--- src/rtl/evc_pkg.sv ---
package evc_pkg;
  typedef enum logic {LEAD_B = 1'b0, LEAD_A = 1'b1} lead_e;

  // control nibble bit positions
  localparam int CTL_CLR0 = 0;
  localparam int CTL_CLR1 = 1;
  localparam int CTL_RUN  = 2;
  localparam int CTL_MODE = 3;

  // input lane indices
  localparam int IN_A = 0;
  localparam int IN_B = 1;
endpackage

--- src/rtl/evc_edge.sv ---
module evc_edge #(
  parameter int W = 2
) (
  input  logic         clk,
  input  logic         rst_n,
  input  logic [W-1:0] lvl,
  output logic [W-1:0] rise
);
  logic [W-1:0] lvl_q;

  for (genvar g = 0; g < W; g++) begin : g_lane
    always_ff @(posedge clk or negedge rst_n) begin
      if (!rst_n) lvl_q[g] <= 1'b0;
      else        lvl_q[g] <= lvl[g];
    end
    assign rise[g] = lvl[g] & ~lvl_q[g];
  end
endmodule

--- src/rtl/evc_steer.sv ---
module evc_steer
  import evc_pkg::*;
(
  input  logic       clk,
  input  logic       rst_n,
  input  logic       run,
  input  logic       sep_mode,
  input  logic [1:0] lvl,
  input  logic [1:0] rise,
  output logic [1:0] inc
);
  lead_e lead_q, lead_now;
  logic  phase_ev;
  logic [1:0] inc_phase;

  // a leading input sends its edges to the opposite-index counter
  function automatic logic [1:0] route(lead_e ld, logic ev);
    return (ld == LEAD_A) ? {ev, 1'b0} : {1'b0, ev};
  endfunction

  always_comb begin
    if (rise[IN_A] && !lvl[IN_B])      lead_now = LEAD_A;
    else if (rise[IN_B] && !lvl[IN_A]) lead_now = LEAD_B;
    else                               lead_now = lead_q;
  end

  always_ff @(posedge clk or negedge rst_n) begin
    if (!rst_n) lead_q <= LEAD_B;
    else        lead_q <= lead_now;
  end

  assign phase_ev  = (lead_now == LEAD_A) ? rise[IN_A] : rise[IN_B];
  assign inc_phase = route(lead_now, phase_ev);
  assign inc       = !run ? 2'b00 : (sep_mode ? rise : inc_phase);
endmodule

--- src/rtl/evc_counter.sv ---
module evc_counter #(
  parameter int CNT_W = 8
) (
  input  logic             clk,
  input  logic             rst_n,
  input  logic             clr,
  input  logic             inc,
  output logic [CNT_W-1:0] count
);
  function automatic logic [CNT_W-1:0] bump(logic [CNT_W-1:0] c);
    return c + CNT_W'(1);
  endfunction

  always_ff @(posedge clk or negedge rst_n) begin
    if (!rst_n)   count <= '0;
    else if (clr) count <= '0;
    else if (inc) count <= bump(count);
  end
endmodule

--- src/rtl/evc_regs.sv ---
module evc_regs
  import evc_pkg::*;
#(
  parameter int CNT_W  = 8,
  parameter int NIB_W  = 4,
  parameter int ADDR_W = 3
) (
  input  logic               clk,
  input  logic               rst_n,
  input  logic               samp_clk,
  input  logic [ADDR_W-1:0]  reg_addr,
  input  logic               reg_wr,
  input  logic [NIB_W-1:0]   reg_wdata,
  input  logic [2*CNT_W-1:0] cnt_flat,
  output logic [NIB_W-1:0]   reg_rdata,
  output logic [1:0]         clr,
  output logic               run_eff,
  output logic               sep_mode,
  output logic               samp_fall
);
  localparam int NPC      = CNT_W / NIB_W;
  localparam int NCNT_NIB = 2 * NPC;
  localparam int CTL_ADDR = NCNT_NIB;

  logic samp_q, run_req, mode_q, ctl_wr;

  function automatic logic [NIB_W-1:0] pick(logic [2*CNT_W-1:0] f, int idx);
    return f[idx*NIB_W +: NIB_W];
  endfunction

  assign ctl_wr    = reg_wr && (reg_addr == ADDR_W'(CTL_ADDR));
  assign samp_fall = samp_q && !samp_clk;
  assign clr[0]    = ctl_wr && reg_wdata[CTL_CLR0];
  assign clr[1]    = ctl_wr && reg_wdata[CTL_CLR1];
  assign sep_mode  = mode_q;

  always_ff @(posedge clk or negedge rst_n) begin
    if (!rst_n) begin
      samp_q  <= 1'b0;
      run_req <= 1'b0;
      mode_q  <= 1'b0;
      run_eff <= 1'b0;
    end else begin
      samp_q <= samp_clk;
      if (ctl_wr) begin
        run_req <= reg_wdata[CTL_RUN];
        mode_q  <= reg_wdata[CTL_MODE];
      end
      if (samp_fall) run_eff <= run_req;
    end
  end

  always_comb begin
    reg_rdata = '0;
    if (int'(reg_addr) < NCNT_NIB) begin
      reg_rdata = pick(cnt_flat, int'(reg_addr));
    end else if (int'(reg_addr) == CTL_ADDR) begin
      reg_rdata[CTL_MODE] = mode_q;
      reg_rdata[CTL_RUN]  = run_req;
    end
  end
endmodule

--- src/rtl/phase_event_counter.sv ---
module phase_event_counter #(
  parameter int CNT_W  = 8,
  parameter int NIB_W  = 4,
  parameter int ADDR_W = 3
) (
  input  logic              clk,
  input  logic              rst_n,
  input  logic              samp_clk,
  input  logic              in_a,
  input  logic              in_b,
  input  logic [ADDR_W-1:0] reg_addr,
  input  logic              reg_wr,
  input  logic [NIB_W-1:0]  reg_wdata,
  output logic [NIB_W-1:0]  reg_rdata
);
  logic [1:0] lvl, rise, inc, clr;
  logic       run_eff, sep_mode, samp_fall;
  logic [1:0][CNT_W-1:0] cnt;
  logic [2*CNT_W-1:0]    cnt_flat;

  assign lvl      = {in_b, in_a};
  assign cnt_flat = cnt;

  evc_edge #(.W(2)) u_edge (
    .clk(clk), .rst_n(rst_n), .lvl(lvl), .rise(rise)
  );

  evc_steer u_steer (
    .clk(clk), .rst_n(rst_n), .run(run_eff), .sep_mode(sep_mode),
    .lvl(lvl), .rise(rise), .inc(inc)
  );

  for (genvar g = 0; g < 2; g++) begin : g_cnt
    evc_counter #(.CNT_W(CNT_W)) u_cnt (
      .clk(clk), .rst_n(rst_n), .clr(clr[g]), .inc(inc[g]), .count(cnt[g])
    );
  end

  evc_regs #(.CNT_W(CNT_W), .NIB_W(NIB_W), .ADDR_W(ADDR_W)) u_regs (
    .clk(clk), .rst_n(rst_n), .samp_clk(samp_clk),
    .reg_addr(reg_addr), .reg_wr(reg_wr), .reg_wdata(reg_wdata),
    .cnt_flat(cnt_flat), .reg_rdata(reg_rdata), .clr(clr),
    .run_eff(run_eff), .sep_mode(sep_mode), .samp_fall(samp_fall)
  );
endmodule

--- config.mk ---
export PLATFORM = sky130hd
export DESIGN_NAME = phase_event_counter
export DESIGN_NICKNAME = d
export VERILOG_FILES = /design/src/rtl/evc_pkg.sv /design/src/rtl/evc_edge.sv /design/src/rtl/evc_steer.sv /design/src/rtl/evc_counter.sv /design/src/rtl/evc_regs.sv /design/src/rtl/phase_event_counter.sv
export SDC_FILE = /design/constraint.sdc
export NUM_CORES = 1
export LEC_CHECK = 0
export CAP_MARGIN = 10
export CELL_PAD_IN_SITES_DETAIL_PLACEMENT = 2
export CELL_PAD_IN_SITES_GLOBAL_PLACEMENT = 2
export CORE_MARGIN = 2
export CORE_UTILIZATION = 30
export DETAILED_ROUTE_END_ITERATION = 8
export GPL_TIMING_DRIVEN = 0
export PLACE_DENSITY_LB_ADDON = 0.1
export SYNTH_ARGS = -nofsm -noshare
export SYNTH_HDL_FRONTEND = slang
export SYNTH_HIERARCHICAL = 1
export SYNTH_SLANG_ARGS = --single-unit
--- constraint.sdc ---
create_clock -name clk -period 1.55 [get_ports clk]
set_input_delay 0.31 -clock clk [delete_from_list [all_inputs] [get_ports clk]]
set_output_delay 0.31 -clock clk [all_outputs]
set_load 0.02 [all_outputs]
# == Yosys cells after proc, flatten, opt, wreduce, memory -nomap -nowiden ==
# Cells that the tools add are included.
# classes
n_addsub,2
magnitude_cmp,1
eq_ne,2
shift,1
n_mux,13
bitwise,4
n_reduce_logical,11
# op_table
operator,count
$mux 8,4
$add 8x1->8 const B,2
$shiftx 16x6->4,1
$mux 2,6
$eq 3x3->1 const B,2
$logic_and 1x1->1,6
$reduce_bool 2->1,2
$logic_not 1->1,3
$lt 3x3->1 const B,1
$mux 1,3
$and 1x1->1,2
$not 1->1,2
# word_totals
reg_bits,23
input_bits,13
output_inout_bits,4
word_cells,43

# == Longest topological paths before layout ==
# logic_depth
ltp_word,11
ltp_mapped,7
depth_no_buf,6

# == Cells and area by module ==
# Netlist, hierarchy kept.
# modules_own_cells
mod,n_inst,cells_each,area_each_um2,seq_area_each_um2
evc_counter,2,37,396.6,200.2
evc_regs,1,27,340.3,100.1
evc_steer,1,13,110.1,25.0
evc_edge,1,4,77.6,50.0

# == Least setup slack after synthesis ==
# Ideal clock, no wire load.
# synth_path
kind,input-to-reg
from,input in_b
to,register g_cnt[1].u_cnt.count[5]
setup_time_ps,77
arrival_ps,1608
required_ps,1473
path_slack_ps,-135
stages,7
path_buffers,1
cell_sequence,nor2b_4 -> nor4bb_1 -> nor4b_1 -> buf_4 -> o2111ai_4 -> or3_1 -> a21oi_1
# synth_via
elab_chain_len,9
word_cells_on_any_way,11
cone_classes,mux: 6; bitwise: 1; reduce/logical: 4
# synth_lines
element,line,source
start: declaration,phase_event_counter.sv:10,"input logic in_b,"
$and 1x1->1,evc_edge.sv:16,assign rise[g] = lvl[g] & ~lvl_q[g];
$logic_and 1x1->1,evc_steer.sv:23,else if (rise[IN_B] && !lvl[IN_A]) lead_now = LEAD_B;
$mux 1,evc_steer.sv:23,
$mux 1,evc_steer.sv:22,if (rise[IN_A] && !lvl[IN_B]) lead_now = LEAD_A;
$mux 1,evc_steer.sv:32,assign phase_ev = (lead_now == LEAD_A) ? rise[IN_A] : rise[IN_B];
$mux 2,evc_steer.sv:18,"return (ld == LEAD_A) ? {ev, 1'b0} : {1'b0, ev};"
$mux 2 * (2 in series),evc_steer.sv:34,assign inc = !run ? 2'b00 : (sep_mode ? rise : inc_phase);
net inc[1],phase_event_counter.sv:16,"logic [1:0] lvl, rise, inc, clr;"
$reduce_bool 2->1 (no line) *,-,
end signal: assignment,evc_counter.sv:17,else if (inc) count <= bump(count);
end: declaration,evc_counter.sv:8,output logic [CNT_W-1:0] count
# The timed path passes the listed nets; every way through them passes the cells marked *.
# A chain may end at the register's enable or synchronous reset.

# == Worst setup path in the final report ==
# layout_path
from,register u_edge.lvl_q[1]
to,register g_cnt[1].u_cnt.count[7]
# layout_via
elab_chain_len,10
# layout_lines
element,line,source
start: declaration,evc_edge.sv:9,logic [W-1:0] lvl_q;
start signal: indexed assignment,evc_edge.sv:14,else lvl_q[g] <= lvl[g];
$not 1->1 *,evc_edge.sv:16,
$and 1x1->1 *,evc_edge.sv:16,
net rise[1],phase_event_counter.sv:16,
$logic_and 1x1->1,evc_steer.sv:23,
$mux 1,evc_steer.sv:23,
$mux 1,evc_steer.sv:22,
$mux 1,evc_steer.sv:32,
$mux 2,evc_steer.sv:18,
$mux 2 * (2 in series),evc_steer.sv:34,
net inc[1],phase_event_counter.sv:16,
$reduce_bool 2->1 (no line) *,-,
# Marked as above.

==> impl_metrics.yaml <==
status:
  status: "complete, but fails checks"
  violations: "negative setup slack"
sta:
  relSlewSlack_pct: 63.3
  period_needed_ps: 1850
  period_share_pct: 119
  clock_skew_ps: 2.22
  rsz0062_at_grt: "yes"
  finalSetupViolCount: 16
  drv_slew: 0
  setup_slack_ps: -301
  finalHoldViolCount: 0
  worstMarginPinSlew_ps: 549
  fmax_ghz: 0.540
place:
  gp_congestion: 0.718
  hpwlAfterDp_um: 2460
  port_buffers: 15
  place_ws_ps: -993
  placed_area_um2: 1550
synthesis:
  seq_area_frac_synth_pct: 43.6
  synth.avg_cell_area_um2: 11.2
  synth_cell_types: 33
  syn_nets: 133
  ys_warn_count: 6
  synth_seq_cells: 23
  syn_inst: 118
  netlist_area_um2: 1320
clock_network:
  htreeDepth: 1
  cts_buffers: 3
  clock-root-buffer: "clkbuf_8"
  cts.path.max_buffers: 2
  cts_tree: "yes"
  clk_latency_ps: 270
  path_clk_slew_ps: 90
  clkSinkCount: 23
setup_path:
  rrSetupSlack_ps: -300
  crit_start: "u_edge/lvl_q[1]"
  crit_fanout: 5
  reg2reg_from: "u_edge/lvl_q[1]"
  rr_endpoint: "g_cnt[1].u_cnt/count[7]"
  crit_type: "reg -> reg"
  r2r_cells: 7
  worstPathArrival_ps: 2050
  cp-end-kind: "flip-flop"
  critPathLaunchType: "flip-flop"
  required_ps: 1750
cells_and_area:
  diodes: 0
  final_cell_mix: "buf_4, dfrtp_1, nor2_1, dfrtp_2, buf_6"
  final_layout_size_suffix_gt1_share_pct: 49.4
  final_common_cell: "buf_4"
  fin_nets: 178
  area_growth_pct: 44.2
  stdcell_area_um2: 1910
job:
  drv_cap: 0
min_path:
  worst_hold_path.endpoint: "u_edge/lvl_q[0]"
  hold_class: "in -> reg"
  whs_path_depth: 1
  hp-start: "in_a"
floorplan:
  row_count: 24
  die_y_um: 70.4
  die-area_um2: 4950
  ios: 17
  die-width_um: 70.4
  core_um2: 4290
  initial_utilization_pct: 30.8
global_routing:
  grt-ovfl-total: 0
  grt_pass1_wl_um: 6600
  grt_pass1_vias: 1335
  grt_start_max_net_pins: 24
  track_usage_pct: 17.0
  antenna_found_initial: 0
pwr:
  powerDensity_nw_per_um2: 1010
  peakVddDrop_uv: 376
  p_leak_uw: 0.000838
  total_power_uw: 1930
drt:
  post_drt_wl_per_cell_um: 18.2
  vias_per_cell: 5.18
  drt_iter0_markers: 38
  drc: 0
  routed_wl_um: 3890
  route.vias.total: 1108
  firstDrtPassIters: 2
  ant_nets: 0
registers in the layout, summed over array words and instances, names as in the netlist:
signal,count
u_regs/run_req,1
u_regs/samp_q,1
u_regs/run_eff,1
u_edge/lvl_q,2
u_regs/sep_mode,1
u_steer/lead_q,1
g_cnt.u_cnt/count,16
where the power goes:
| group | switching (uW) | internal, uW | total (uW) | leakage (uW) |
|---|---|---|---|---|
| logic | 324 | 390 | 715 | 0.000530 |
| registers | 104 | 719 | 823 | 0.000285 |
| clock network | 209 | 184 | 393 | 0.0000228 |
| total | 637 | 1290 | 1930 | 0.000838 |
Yosys cell counts:
cell       number  area (um^2)
a211o_1         2         17.5
a21oi_1         6         30.0
a41o_1          1         10.0
and2_4          1         8.76
and2b_1         1         7.51
and3_1          2         12.5
and3_2          1         7.51
buf_4           4         30.0
buf_6           1         11.3
dfrtp_1        23          576
ha_1            2         25.0
inv_1           1         3.75
mux2_2          1         11.3
mux2_4          2         30.0
mux2i_1         7         70.1
mux4_2          2         45.0
nand2_1         5         18.8
nand2b_1        1         6.26
nand3_1         4         20.0
nand4_1         4         25.0
nor2_1         10         37.5
nor2b_1         4         25.0
nor2b_4         2         27.5
nor3_1          2         10.0
nor3b_1         3         22.5
nor3b_4         1         18.8
nor4b_1         1         8.76
nor4bb_1        1         10.0
o2111ai_4       2         52.6
o21ai_0         7         35.0
or3_1           6         37.5
xnor2_1         2         17.5
xor2_1          6         52.6
cells by family (layout without fill, tap and decap cells):
family,count (synthesis),in the layout,share of synthesized area (%)
and+or+nand+nor,49,49,23.0
DFF,23,23,43.6
AOI/OAI and AO/OA,18,18,11.0
muxes,12,12,11.8
xor gates and xnor gates,8,8,5.30
buffers and inverters,6,50,3.41
adders and majority gates,2,2,1.89
layout make-up:
type	instances	area [um^2]
plain buffers	5	57.6
clock buffers	4	45.0
fillers	439	2390
inverters	1	3.75
multi-input cells	89	807
flip-flops and latches	23	588
well taps	52	65.1
repair buffers	40	339
worst max path at each step:
stage	slack (ps)	to	cells after the start
floorplan	-100	g_cnt[1].u_cnt/count[5]	7
global placement	-910	g_cnt[1].u_cnt/count[5]	8
detailed placement	-990	g_cnt[1].u_cnt/count[7]	8
CTS	-310	g_cnt[1].u_cnt/count[7]	7
global route	-400	g_cnt[1].u_cnt/count[7]	8
finish	-300	g_cnt[1].u_cnt/count[7]	7
per-stage QoR:
step           utilization, %  setup TNS [ps]  std cells  hold slack [ps]
3_5_place_dp             36.1          -17530        185              551
5_1_grt                  44.4           -4190        214              228
4_1_cts                  41.3           -2750        208              352
3_3_place_gp             36.1          -16530        185              539
6_report                 44.4           -2740        214              232
2_1_floorplan               -            -350        118             14.4
critical path, cell delays in order (launching register included):
cell       delay (ps)
dfrtp_1           400
nor2b_4           140
mux2i_1            90
nor4b_2           320
buf_4             200
o2111ai_4         140
or3_1             360
a21oi_2           130
layer usage:
metal / global-route usage [%] / up-vias / wire length [um]
met5: 0 / - / 0
met4: 7.05 / 0 / 48
met3: 3.03 / 5 / 87
met2: 30.7 / 9 / 2120
met1: 19.6 / 583 / 1630
li1: - / 511 / -
what timing repair did:
item | 4_1_cts | 5_1_grt
resized for setup | 52 | 21
setup endpoints to repair | 22 | 18
hold buffers | 0 | 0
pin swaps | 5 | 6
setup buffers | 19 | 5
Note: power is estimated with default switching activity, not from simulation.
